## src/rtl/ftp_pkg.sv

```systemverilog
// Shared constants and types for the fetch-stage next-PC predictor.
// Assumes fixed-size instructions aligned to INSN_BYTES.
package ftp_pkg;

    // Instruction size in bytes, and the number of PC bits below the index.
    localparam int unsigned INSN_BYTES  = 4;
    localparam int unsigned OFFSET_BITS = 2;

    // Source that supplied the prediction for the current fetch.
    typedef enum logic [1:0] {
        SRC_SEQ   = 2'd0,
        SRC_TABLE = 2'd1,
        SRC_STACK = 2'd2
    } pred_src_e;

endpackage

```

## src/rtl/ftp_target_table.sv

```systemverilog
// Direct-mapped table of taken-branch targets, tagged with the full PC.
// Lookup is combinational and reads the state as it was before the edge.
// The write port is applied at the rising edge. Assumes ENTRIES is a
// power of two.
module ftp_target_table
    import ftp_pkg::*;
#(
    parameter int PC_W    = 32,
    parameter int ENTRIES = 16
) (
    input  logic            clk,
    input  logic            rst_n,
    input  logic [PC_W-1:0] rd_pc,
    output logic            rd_hit,
    output logic [PC_W-1:0] rd_target,
    input  logic            wr_en,
    input  logic [PC_W-1:0] wr_pc,
    input  logic [PC_W-1:0] wr_target
);

    localparam int IDX_W = (ENTRIES > 1) ? $clog2(ENTRIES) : 1;

    logic [IDX_W-1:0] rd_idx;
    logic [IDX_W-1:0] wr_idx;
    logic             slot_valid [ENTRIES];
    logic [PC_W-1:0]  slot_tag   [ENTRIES];
    logic [PC_W-1:0]  slot_tgt   [ENTRIES];

    assign rd_idx = rd_pc[OFFSET_BITS +: IDX_W];
    assign wr_idx = wr_pc[OFFSET_BITS +: IDX_W];

    // One storage slot per entry, each with its own write select.
    generate
        for (genvar e = 0; e < ENTRIES; e++) begin : g_slot
            logic            sel;
            logic            valid_q;
            logic [PC_W-1:0] tag_q;
            logic [PC_W-1:0] tgt_q;

            assign sel = wr_en && (wr_idx == IDX_W'(e));

            // Slot register: clear on reset, overwrite tag and target when selected.
            always_ff @(posedge clk) begin
                if (!rst_n) begin
                    valid_q <= 1'b0;
                    tag_q   <= '0;
                    tgt_q   <= '0;
                end else if (sel) begin
                    valid_q <= 1'b1;
                    tag_q   <= wr_pc;
                    tgt_q   <= wr_target;
                end
            end

            assign slot_valid[e] = valid_q;
            assign slot_tag[e]   = tag_q;
            assign slot_tgt[e]   = tgt_q;
        end
    endgenerate

    // Lookup: a hit needs a valid slot whose tag equals the whole fetch PC.
    always_comb begin
        rd_hit    = slot_valid[rd_idx] && (slot_tag[rd_idx] == rd_pc);
        rd_target = slot_tgt[rd_idx];
    end

endmodule

```

## src/rtl/ftp_return_stack.sv

```systemverilog
// Circular return-address stack. wr_ptr names the next free slot, and
// level counts live entries up to DEPTH. A push onto a full stack
// overwrites the oldest entry and leaves the level at DEPTH. A pop is
// honoured only when the level is non-zero. Pop wins over push; the
// caller keeps the two exclusive.
module ftp_return_stack #(
    parameter int PC_W  = 32,
    parameter int DEPTH = 4
) (
    input  logic                         clk,
    input  logic                         rst_n,
    input  logic                         push,
    input  logic [PC_W-1:0]              push_addr,
    input  logic                         pop,
    output logic [PC_W-1:0]              top_addr,
    output logic [$clog2(DEPTH+1)-1:0]   level
);

    localparam int PTR_W = (DEPTH > 1) ? $clog2(DEPTH) : 1;
    localparam int LVL_W = $clog2(DEPTH + 1);
    localparam logic [PTR_W-1:0] LAST_SLOT = PTR_W'(DEPTH - 1);
    localparam logic [LVL_W-1:0] FULL_LVL  = LVL_W'(DEPTH);

    logic [PTR_W-1:0] wr_ptr;
    logic [PTR_W-1:0] top_ptr;
    logic [PTR_W-1:0] next_ptr;
    logic [LVL_W-1:0] level_q;
    logic             do_pop;
    logic             do_push;
    logic [PC_W-1:0]  slot_data [DEPTH];

    // Pointer arithmetic with explicit wrap, so any DEPTH works.
    always_comb begin
        top_ptr  = (wr_ptr == '0) ? LAST_SLOT : wr_ptr - 1'b1;
        next_ptr = (wr_ptr == LAST_SLOT) ? '0 : wr_ptr + 1'b1;
        do_pop   = pop && (level_q != '0);
        do_push  = push && !pop;
    end

    // One address register per slot, written when the pointer selects it.
    generate
        for (genvar s = 0; s < DEPTH; s++) begin : g_slot
            logic [PC_W-1:0] data_q;

            // Slot register: capture the pushed address.
            always_ff @(posedge clk) begin
                if (!rst_n) begin
                    data_q <= '0;
                end else if (do_push && (wr_ptr == PTR_W'(s))) begin
                    data_q <= push_addr;
                end
            end

            assign slot_data[s] = data_q;
        end
    endgenerate

    // Pointer and occupancy: step back on pop, forward on push, saturate the level.
    always_ff @(posedge clk) begin
        if (!rst_n) begin
            wr_ptr  <= '0;
            level_q <= '0;
        end else if (do_pop) begin
            wr_ptr  <= top_ptr;
            level_q <= level_q - 1'b1;
        end else if (do_push) begin
            wr_ptr <= next_ptr;
            if (level_q != FULL_LVL) begin
                level_q <= level_q + 1'b1;
            end
        end
    end

    assign top_addr = slot_data[top_ptr];
    assign level    = level_q;

endmodule

```

## src/rtl/ftp_next_select.sv

```systemverilog
// Chooses the predicted next PC and steers the stack controls.
// Priority: stack on a flagged return with live entries, then a table
// hit, then the sequential address. A fetch flagged as both call and
// return counts as a return only.
module ftp_next_select
    import ftp_pkg::*;
#(
    parameter int PC_W  = 32,
    parameter int LVL_W = 3
) (
    input  logic [PC_W-1:0]  fetch_pc,
    input  logic             is_call,
    input  logic             is_ret,
    input  logic             tbl_hit,
    input  logic [PC_W-1:0]  tbl_target,
    input  logic [LVL_W-1:0] stk_level,
    input  logic [PC_W-1:0]  stk_top,
    output logic             push_en,
    output logic             pop_en,
    output logic [PC_W-1:0]  push_addr,
    output logic [PC_W-1:0]  pred_pc
);

    logic            stk_live;
    logic [PC_W-1:0] seq_pc;
    pred_src_e       src;

    // Sequential fall-through address and stack occupancy test.
    always_comb begin
        seq_pc   = fetch_pc + PC_W'(INSN_BYTES);
        stk_live = (stk_level != '0);
    end

    // Source priority: live return stack, then tagged table hit, then fall-through.
    always_comb begin
        if (is_ret && stk_live) begin
            src = SRC_STACK;
        end else if (tbl_hit) begin
            src = SRC_TABLE;
        end else begin
            src = SRC_SEQ;
        end
    end

    // Prediction mux driven by the selected source.
    always_comb begin
        case (src)
            SRC_STACK: pred_pc = stk_top;
            SRC_TABLE: pred_pc = tbl_target;
            default:   pred_pc = seq_pc;
        endcase
    end

    // Stack steering: returns pop when possible, pure calls push their fall-through.
    always_comb begin
        pop_en    = is_ret && stk_live;
        push_en   = is_call && !is_ret;
        push_addr = seq_pc;
    end

endmodule

```

## src/rtl/fetch_target_predictor.sv

```systemverilog
// Top of the fetch-stage next-PC predictor. Lookup is fully
// combinational from fetch_pc and the predecode flags. The execute-stage
// update and the stack push or pop take effect at the next rising edge.
// Assumes that at most one fetch is presented per cycle and that
// wrong-path fetches are not filtered here.
module fetch_target_predictor
    import ftp_pkg::*;
#(
    parameter int PC_W      = 32,
    parameter int ENTRIES   = 16,
    parameter int RAS_DEPTH = 4
) (
    input  logic            clk,
    input  logic            rst_n,
    input  logic [PC_W-1:0] fetch_pc,
    input  logic            fetch_call,
    input  logic            fetch_ret,
    output logic [PC_W-1:0] pred_pc,
    input  logic            upd_valid,
    input  logic [PC_W-1:0] upd_pc,
    input  logic [PC_W-1:0] upd_target,
    input  logic [PC_W-1:0] upd_pred_target
);

    localparam int LVL_W = $clog2(RAS_DEPTH + 1);

    logic             tbl_hit;
    logic [PC_W-1:0]  tbl_target;
    logic             tbl_wr;
    logic             stk_push;
    logic             stk_pop;
    logic [PC_W-1:0]  stk_push_addr;
    logic [PC_W-1:0]  stk_top;
    logic [LVL_W-1:0] stk_level;

    // Write only when execute found the fetch-time guess wrong.
    always_comb begin
        tbl_wr = upd_valid && (upd_target != upd_pred_target);
    end

    ftp_target_table #(
        .PC_W    (PC_W),
        .ENTRIES (ENTRIES)
    ) u_table (
        .clk       (clk),
        .rst_n     (rst_n),
        .rd_pc     (fetch_pc),
        .rd_hit    (tbl_hit),
        .rd_target (tbl_target),
        .wr_en     (tbl_wr),
        .wr_pc     (upd_pc),
        .wr_target (upd_target)
    );

    ftp_return_stack #(
        .PC_W  (PC_W),
        .DEPTH (RAS_DEPTH)
    ) u_stack (
        .clk       (clk),
        .rst_n     (rst_n),
        .push      (stk_push),
        .push_addr (stk_push_addr),
        .pop       (stk_pop),
        .top_addr  (stk_top),
        .level     (stk_level)
    );

    ftp_next_select #(
        .PC_W  (PC_W),
        .LVL_W (LVL_W)
    ) u_select (
        .fetch_pc   (fetch_pc),
        .is_call    (fetch_call),
        .is_ret     (fetch_ret),
        .tbl_hit    (tbl_hit),
        .tbl_target (tbl_target),
        .stk_level  (stk_level),
        .stk_top    (stk_top),
        .push_en    (stk_push),
        .pop_en     (stk_pop),
        .push_addr  (stk_push_addr),
        .pred_pc    (pred_pc)
    );

endmodule

```

## config.mk

```make
export PLATFORM = sky130hd
export DESIGN_NAME = fetch_target_predictor
export DESIGN_NICKNAME = d
export VERILOG_FILES = /design/src/rtl/ftp_pkg.sv /design/src/rtl/ftp_target_table.sv /design/src/rtl/ftp_return_stack.sv /design/src/rtl/ftp_next_select.sv /design/src/rtl/fetch_target_predictor.sv
export SDC_FILE = /design/constraint.sdc
export NUM_CORES = 2
export LEC_CHECK = 0
export BUFFER_PORTS_ARGS = -buffer_cell sky130_fd_sc_hd__buf_2
export CELL_PAD_IN_SITES_DETAIL_PLACEMENT = 1
export CELL_PAD_IN_SITES_GLOBAL_PLACEMENT = 1
export CORE_ASPECT_RATIO = 0.6
export CORE_UTILIZATION = 41
export CTS_BUF_LIST = sky130_fd_sc_hd__clkbuf_16
export DETAILED_ROUTE_END_ITERATION = 8
export MAX_ROUTING_LAYER = met4
export PLACE_DENSITY = 0.7
export SYNTH_ARGS = -nofsm -noshare
export SYNTH_HDL_FRONTEND = slang
export SYNTH_SLANG_ARGS = --single-unit
```

## constraint.sdc

```tcl
create_clock -name clk -period 6 [get_ports clk]
set_clock_uncertainty 0.05 [all_clocks]
set_input_delay 1.2 -clock clk [delete_from_list [all_inputs] [get_ports clk]]
set_output_delay 1.2 -clock clk [all_outputs]
set_load 0.02 [all_outputs]
```

==> summary.md <==
| Metric | Value |
|---|---|
| EDFF count, synth | `0` |
| Non-filler cells in the finished layout | `6959` |
| H-Tree Depth | `3` |
| Share of cells above drive strength 1 | `0.184` |
| Routed Wire Length | `188000 um` |
| I/O Buffers | `164` |
| Longest Clk Path Bufs | `3` |
| I/O pins | `165` |
| Mapped Nets | `5309` |
| Inst Count DP | `6736` |
| Nets | `5318` |
| RR Endpoint | `u_stack.level[2]$_SDFFE_PN0P_` |
| Cell Area, Synth | `51500 um^2` |
| Fmax | `162 MHz` |
| Cell taking the most area after synthesis | `dfxtp_1` |
| Area grow syn2layout | `15.8%` |
| CTS tree | `done` |
| P_sw | `4.53 mW` |
| Crit-path max FO | `7` |
| Slew margin rel. | `0.294` |
| Seq/Total Area, Yosys | `0.456` |
| Hold WC Path Type | `reg2reg` |
| # DRC | `0` |
| Crit Path Class | `in2out` |
| First-pass GRT wire length | `279000 um` |
| Synth top area share | `0.456` |
| Synth Register Bits | `1173` |
| Worst Max-Slew Pin Slew | `1.05 ns` |
| Hold Crit Depth | `2` |
| Setup crit end kind | `output port` |
| Post-synthesis cell count | `5170` |
| Num Clock Sinks | `1173` |
| Failing checks | `setup timing` |
| Initial core utilization | `0.414` |
| Reg area | `23500 um^2` |
| Filler instances | `13400` |
| Synth top cells by count | `1173 x dfxtp_1, 993 x nor2_1, 771 x mux2i_1` |
| Most common cell in the netlist | `dfxtp_1` |
| Combinational fraction of design power | `0.110` |
| Die Footprint | `127000 um^2` |
| Die height | `277 um` |
| DR WL/cell | `27.0 um` |
| Hold Fails Final Rpt | `0` |
| Net switching fraction of the power | `0.261` |
| Reg2Reg Setup Slack | `3.33 ns` |
| Period Utilization, post-route | `1.03` |
| Total Routing Usage GR | `0.301` |
| Worst VDD drop | `0.216 mV` |
| Worst Hold End | `u_table.g_slot[13].tag_q[3]$_SDFFE_PN0P_` |
| Main flop type after synthesis | `dfxtp_1` |
| Flop pwr share | `0.464` |
| Detailed Place HPWL | `118000 um` |
| Worst EP arrival | `4.91 ns` |
| Multi-input gate area | `26500 um^2` |
| Worst r2r path cells | `7` |
| Pin count of the biggest net entering global routing | `170` |
| Status | `finished with violations` |
| Vias | `40700` |
| Final worst setup slack | `-0.162 ns` |
| Worst R2R Start | `u_stack.level[0]$_SDFFE_PN0P_` |
| Initial antenna violation count | `14` |
| Synth Warn # | `0` |
| Core Footprint | `124000 um^2` |
| Row Count | `100` |
| Startpoint types | `primary input` |
| Post-route minimum period | `6.16 ns` |
| Netlist cell types | `64` |
| Async SR Flop Fraction | `0` |
| Clock group share of total power | `0.426` |
| Initial drt markers | `4189` |
| Area contributors post-synth | `dfxtp_1 46%, mux2i_1 15%, mux4_2 13%, nor2_1 7.2%, nand2_1 4.2%` |
| Clock-pin slew on the worst setup and hold paths | `0.06 ns` |
| Final GP Congestion | `0.866` |
| Worst slack, placed | `-0.429 ns` |
| Vias in the first global route | `40900` |
| Min-delay src | `u_table.g_slot[13].tag_q[3]$_SDFFE_PN0P_` |
| Internal Power | `12.8 mW` |
| Post-DRT Antenna Nets | `0` |
| Cell Pwr Density | `291 nW/um^2` |
| RSZ-0062 raised after global routing | `yes` |
| Max-cap violations | `0` |
| Pins Over Slew Limit | `0` |
| Synth Area per Inst | `9.96 um^2` |
| CTS root buf | `clkbuf_16` |
| Congestion Overflow GR | `0` |
| Lkg Pwr | `20.3 nW` |
| Num CTS Buffers | `111` |
| Final Setup Violations | `30` |
| First-pass detailed-route iteration total | `5` |
| Clk_lat worst skew | `0.73 ns` |
| Via density | `5.84` |
| Worst EP required | `4.75 ns` |
| Die X | `460 um` |
-- worst max-delay path by stage --
stage | end | startpoint | cells past startpoint | slack [ns]
5_1_grt | pred_pc[31] | fetch_pc[2] | 13 | -0.27
4_1_cts | pred_pc[31] | fetch_pc[2] | 13 | -0.09
3_3_place_gp | pred_pc[24] | fetch_pc[2] | 16 | -0.43
2_1_floorplan | pred_pc[31] | fetch_pc[2] | 10 | 0.43
3_5_place_dp | pred_pc[29] | fetch_pc[2] | 12 | -0.43
6_report | pred_pc[14] | fetch_pc[2] | 13 | -0.16
-- cell usage in the layout, fill, tap and decap left out, types with 52 or more instances in the layout --
cell,instances
a211oi_1,122
a21oi_1,266
buf_12,57
buf_2,135
buf_4,196
clkbuf_16,115
dfxtp_1,1173
mux2i_1,769
mux4_2,292
nand2_1,575
nor2_1,981
xor2_1,52
-- worst max-delay path, cell delays in order --
cell	delay, ns
buf_16	0.11
buf_12	0.14
mux4_2	0.49
mux4_2	0.65
xor2_2	0.24
a31oi_1	0.24
nand4_1	0.18
or4_4	0.60
buf_12	0.18
buf_16	0.14
o31a_1	0.31
o31ai_2	0.22
buf_4	0.19
-- timing repair --
item,CTS,global route
endpoints found under the setup margin,31,31
gates resized for setup,98,42
pin swaps,40,19
hold buffers,0,0
setup buffers,5,1
cloned,7,1
-- cells by family after synthesis --
logic type / share of synthesized area
buf+inv: 0.0424
mux: 0.282
xor+xnor: 0.0162
compound gates: 0.0651
fa+ha+maj: 0.00160
simple gates: 0.137
flops: 0.456
-- layout make-up --
type	count	area share
Inverter	17	0.00124
Antenna cell	5	0.000210
Multi-Input combinational cell	3464	0.445
Sequential cell	1173	0.394
Timing Repair Buffer	412	0.0628
Clock buffer	114	0.0478
Clock inverter	91	0.0144
Tap cell	1683	0.0353
-- power groups by stage --
| stage | Clock, mW | Combinational, mW | Sequential [mW] |
|---|---|---|---|
| 5_1_grt | 7.83 | 2.01 | 8.05 |
| 6_report | 7.39 | 1.90 | 8.04 |
| 3_5_place_dp | 0 | 1.80 | 8.21 |
| 2_1_floorplan | 0 | 1.14 | 8.18 |
| 3_3_place_gp | 0 | 1.77 | 8.20 |
| 4_1_cts | 7.48 | 1.86 | 8.04 |
-- metal layers --
layer / vias to the layer above / global-route usage / routed length (um)
met1: 21100 / 0.444 / 90100
met3: 242 / 0.0515 / 13300
met5: - / - / 0
li1: 18000 / - / -
met4: 0 / 0.0594 / 3360
met2: 1373 / 0.428 / 81100
-- registers in the layout, summed over array words and instances (netlist names) --
register / flops
u_stack.g_slot.data_q: 128
u_stack.level: 3
u_stack.wr_ptr: 2
u_table.g_slot.tag_q: 512
u_table.g_slot.tgt_q: 512
u_table.g_slot.valid_q: 16
-- through the flow --
step | setup TNS [ns] | power (mW) | utilization | area [um^2] | hold slack [ns]
floorplan | 0 | 9.32 | - | 51500 | 0.357
global placement | -10.76 | 9.98 | 0.442 | 54900 | 0.370
detailed placement | -10.38 | 10.0 | 0.442 | 54900 | 0.377
CTS | -1.80 | 17.4 | 0.478 | 59400 | 0.387
global route | -5.06 | 17.9 | 0.480 | 59700 | 0.407
finish | -3.12 | 17.3 | 0.480 | 59700 | 0.391
No activity file was read; power rests on OpenSTA's default activity.
